[src/rtl/ilk_pkg.sv]
package ilk_pkg;
   // Decision state: bit 0 is the A-side grant, bit 1 is the B-side grant.
   typedef enum logic [1:0] {
      ST_WAIT  = 2'b00,
      ST_WON_A = 2'b01,
      ST_WON_B = 2'b10
   } dec_t;

   localparam int unsigned MIN_SYNC_DEPTH = 2;
   localparam int unsigned MAX_SYNC_DEPTH = 8;
endpackage

[src/rtl/ilk_sync.sv]
module ilk_sync #(
   parameter int unsigned STAGES = 2
) (
   input  logic clk,
   input  logic rst_n,
   input  logic d_in,
   output logic q_out
);
   localparam int unsigned LAST = STAGES - 1;

   logic [STAGES-1:0] chain_q;

   for (genvar i = 0; i < STAGES; i++) begin : g_stage
      if (i == 0) begin : g_head
         always_ff @(posedge clk or negedge rst_n) begin
            if (!rst_n) chain_q[0] <= 1'b0;
            else        chain_q[0] <= d_in;
         end
      end else begin : g_tail
         always_ff @(posedge clk or negedge rst_n) begin
            if (!rst_n) chain_q[i] <= 1'b0;
            else        chain_q[i] <= chain_q[i-1];
         end
      end
   end

   assign q_out = chain_q[LAST];
endmodule

[src/rtl/ilk_tie.sv]
module ilk_tie #(
   parameter bit TIE_ROTATE    = 1'b0,
   parameter bit FIXED_FAVOR_B = 1'b0
) (
   input  logic clk,
   input  logic rst_n,
   input  logic clear,
   output logic pick_b
);
   if (TIE_ROTATE) begin : g_rotate
      logic turn_q;
      always_ff @(posedge clk or negedge rst_n) begin
         if (!rst_n)     turn_q <= FIXED_FAVOR_B;
         else if (clear) turn_q <= ~turn_q;
      end
      assign pick_b = turn_q;
   end else begin : g_fixed
      logic unused_in;
      assign unused_in = clk ^ rst_n ^ clear;
      assign pick_b    = FIXED_FAVOR_B;
   end
endmodule

[src/rtl/ilk_decide.sv]
module ilk_decide
   import ilk_pkg::*;
(
   input  logic clk,
   input  logic rst_n,
   input  logic clear,
   input  logic seen_a,
   input  logic seen_b,
   input  logic pick_b,
   output logic win_a,
   output logic win_b
);
   dec_t state_q, state_d;

   always_comb begin
      state_d = state_q;
      if (clear) begin
         state_d = ST_WAIT;
      end else if (state_q == ST_WAIT) begin
         unique case ({seen_b, seen_a})
            2'b01:   state_d = ST_WON_A;
            2'b10:   state_d = ST_WON_B;
            2'b11:   state_d = pick_b ? ST_WON_B : ST_WON_A;
            default: state_d = ST_WAIT;
         endcase
      end
   end

   always_ff @(posedge clk or negedge rst_n) begin
      if (!rst_n) state_q <= ST_WAIT;
      else        state_q <= state_d;
   end

   assign win_a = state_q[0];
   assign win_b = state_q[1];
endmodule

[src/rtl/first_come_interlock.sv]
module first_come_interlock
   import ilk_pkg::*;
#(
   parameter int unsigned SYNC_DEPTH    = 2,
   parameter bit          TIE_ROTATE    = 1'b0,
   parameter bit          FIXED_FAVOR_B = 1'b0
) (
   input  logic clk,
   input  logic rst_n,
   input  logic clear,
   input  logic req_a,
   input  logic req_b,
   output logic grant_x,
   output logic grant_y
);
   if (SYNC_DEPTH < MIN_SYNC_DEPTH) begin : g_chk_min
      $error("first_come_interlock: SYNC_DEPTH below minimum");
   end
   if (SYNC_DEPTH > MAX_SYNC_DEPTH) begin : g_chk_max
      $error("first_come_interlock: SYNC_DEPTH above maximum");
   end

   logic sync_a, sync_b, pick_b;

   ilk_sync #(.STAGES(SYNC_DEPTH)) u_sync_a (
      .clk(clk), .rst_n(rst_n), .d_in(req_a), .q_out(sync_a));
   ilk_sync #(.STAGES(SYNC_DEPTH)) u_sync_b (
      .clk(clk), .rst_n(rst_n), .d_in(req_b), .q_out(sync_b));

   ilk_tie #(.TIE_ROTATE(TIE_ROTATE), .FIXED_FAVOR_B(FIXED_FAVOR_B)) u_tie (
      .clk(clk), .rst_n(rst_n), .clear(clear), .pick_b(pick_b));

   ilk_decide u_decide (
      .clk(clk), .rst_n(rst_n), .clear(clear),
      .seen_a(sync_a), .seen_b(sync_b), .pick_b(pick_b),
      .win_a(grant_x), .win_b(grant_y));
endmodule

[config.mk]
export PLATFORM = sky130hd
export DESIGN_NAME = first_come_interlock
export DESIGN_NICKNAME = d
export VERILOG_FILES = /design/src/rtl/ilk_pkg.sv /design/src/rtl/ilk_sync.sv /design/src/rtl/ilk_tie.sv /design/src/rtl/ilk_decide.sv /design/src/rtl/first_come_interlock.sv
export SDC_FILE = /design/constraint.sdc
export NUM_CORES = 1
export LEC_CHECK = 0
export BUFFER_PORTS_ARGS = -buffer_cell sky130_fd_sc_hd__buf_2
export CAP_MARGIN = 20
export CORE_AREA = 4 4 41 43
export DETAILED_ROUTE_END_ITERATION = 16
export DIE_AREA = 0 0 45 47
export GPL_TIMING_DRIVEN = 0
export HOLD_SLACK_MARGIN = 0.15
export PLACE_DENSITY = 0.3
export RECOVER_POWER = 50
export REMOVE_ABC_BUFFERS = 1
export SYNTH_ARGS = -nofsm -noshare
export SYNTH_HDL_FRONTEND = slang
export SYNTH_HIERARCHICAL = 1
export SYNTH_SLANG_ARGS = --single-unit
[constraint.sdc]
create_clock -name clk -period 1.59 [get_ports clk]
set_input_delay 0 -clock clk [delete_from_list [all_inputs] [get_ports clk]]
set_output_delay 0 -clock clk [all_outputs]
set_load 0.05 [all_outputs]
==> impl_results.md <==
* Status: completed
* Vias in the first global route at 128
* Min-delay src: u_sync_b/chain_q[0]
* Top delay family on crit path: buffers and inverters
* Sequential area share after synthesis at 75.9%
* Yosys warnings at 6
* Setup violators final at 0
* CP bufs+invs at 1
* Hold worst-path end: u_sync_b/q_out
* Clock tree buffer depth at 2
* CP Capture Type: output pin
* Final Hold Fails at 0
* Vias at 134
* Drt wl/cell at about 7.5 um
* Crit-path max cell delay at between 0.4 and 0.5 ns
* R2R depth at 2
* Tightest Hold Check Type: reg -> reg
* WP data required at 1.59 ns
* Non-Filler Instances at 43
* Port bufs at 6
* Initial antenna violation count at 0
* Slew headroom at about three fifths
* H-tree depth at 1
* FMAX at 961 MHz
* DRT Pass-1 Iters at 1
* LEAKAGE at 0.146 nW
* Syn Area/Cell at roughly 13 um2
* GP Congestion at about 0.57
* Skew-Pair Late Insertion Delay at 0.24 ns
* Initial Util at 15.2%
* Vias per cell at between 3 and 4
* FILL cells at 144
* First-pass GRT wire length at 483 um
* Setup TNS at 0 ns
* R2R setup slack at 0.84 ns
* Reg2reg end: u_decide/state_q[1]
* CTS root buf: clkbuf_4
* Overflow after GRT at 0
* Inst Count DP at 35
* Top cell type's share of synthesized area at around three quarters
* Max FO, Critical Path at 2
* Synth Register Bits at 6
* Final period util at 65.5%
* Layout cells sized above 1 at 28.6%
* IO Count at 7
* Total core area at ~1300 um2
* RSZ-0062 raised after global routing: no
* Worst setup SP type: flop
* Die W at between 40 and 50 um
* Cell Chain, Critical Path: clkbuf_1
* Number of DRC markers in iteration 0 at 0
* Max-cap violations at 0
* Commonest non-fill, non-tap cell in the layout: dfrtp_1
* CTS tree: yes
* R2R Path Start: u_decide/state_q[0]
* Leading area contributor after synthesis: dfrtp_1
* Die height at 47 um
* Num CTS Buffers at 3
* Layout Nets at 35
* Fin crit period at 1.04 ns
* Die Area at about 2100 um2
* Worst-margin pin slew at 0.595 ns
* Largest net degree at the start of global routing at 7
* Post-CTS Resized at 0
* Dominant cells by area after synthesis: dfrtp_1 (76%), buf_4 (3.8%), nand3b_1 (3.8%), a31oi_1 (3.2%), nand2b_1 (3.2%)
* Hold Path Depth at 0
* Maximum vdd drop at between 0.3 and 0.4 mV
* Worst setup path category: reg -> out
* GR Util All Layers at 3.66%
* Ant. Diodes at 0
* PwrDens at 1120 nW/um2
* Worst-path clk slew at 0.04 ns
* Netlist cell types at 10
* Slew Viols, Final at 0
* Synthesized instance count at 15
* Mapped Area at 198 um2
* Clock Skews at between 0.001 and 0.0015 ns
* Syn-to-layout area delta at 57.0%
* Sink Count at 6
* Critical-path top delay cell: clkbuf_1
* Most frequent cells in the layout: dfrtp_1 (6), dlygate4sd3_1 (5), buf_2 (5), clkbuf_4 (3)
* Row Count at 13
* Critical path arrival at 1.04 ns
* ANT nets after route at 0
* Post-route DRC at 0
* Post-Route WL at 321 um
==> synth_stat cells <==
library cell / number
conb_1: 1
inv_1: 1
a31oi_1: 1
nor2_1: 1
buf_4: 1
nand2b_1: 1
a21oi_1: 1
dfrtp_1: 6
nand2_1: 1
nand3b_1: 1
==> flip-flops by register name, indices dropped and copies added, names as in the netlist <==
signal            flops
u_decide/state_q      2
u_sync_a/chain_q      1
u_sync_a/q_out        1
u_sync_b/chain_q      1
u_sync_b/q_out        1
==> layout make-up <==
type                       count  area [um2]  area share [%]
clock buffer                   3        22.5            7.26
inverter                       1        3.75            1.21
multi-input combinational      7        36.3            11.7
sequential                     6         150            48.4
tap                           15        18.8            6.05
timing repair buffer          11        78.8            25.4
==> how the worst max path moves through the flow <==
stage	startpoint	endpoint	slack, ns	depth (start not counted)
5_1_grt	u_decide/state_q[1]	grant_y	0.51	1
4_1_cts	rst_n	u_decide/state_q[1]	0.68	3
3_3_place_gp	u_decide/state_q[0]	u_decide/state_q[1]	0.84	2
2_1_floorplan	u_decide/state_q[1]	u_decide/state_q[0]	0.55	3
6_report	u_decide/state_q[1]	grant_y	0.55	1
3_5_place_dp	u_decide/state_q[0]	u_decide/state_q[1]	0.85	2
==> power by group <==
part	leakage, nW	total (W)	internal, W	switching, W
Combinational	0.0600	0.0000450	0.0000183	0.0000267
Clock	0.0138	0.000137	0.0000852	0.0000521
Sequential	0.0726	0.000167	0.000163	0.00000395
==> kinds of logic after synthesis <==
group / synth area share (%)
AND/OR/NAND/NOR: 10.8
flip-flops: 75.9
AO/OA/AOI/OAI: 5.70
buffers and inverters: 5.70
other: 1.90
==> metal layers <==
layer	vias up	track usage, %	wire length, um
met5	-	0	0
met4	0	1.75	0
met3	0	4.98	50
met2	7	3.95	119
met1	55	3.71	152
li1	72	-	-
==> stage by stage <==
stage                     total power [W]  worst slack (ns)  util (%)  hold WS, ns  cell area, um2
final                            0.000349             0.549      23.8        0.342             310
after floorplan                  0.000192             0.550         -       -0.296             190
after global routing             0.000371             0.508      23.8        0.351             310
after detailed placement         0.000206             0.845      18.4       -0.168             239
after CTS                        0.000358             0.680      23.9        0.345             312
after global placement           0.000206             0.838      18.4       -0.169             239
==> timing repair <==
item	CTS	global route
hold endpoints to repair	10	0
setup buffers	0	0
hold buffers	5	0
endpoints found under the setup margin	0	0
No activity file was read; power rests on OpenSTA's default activity.
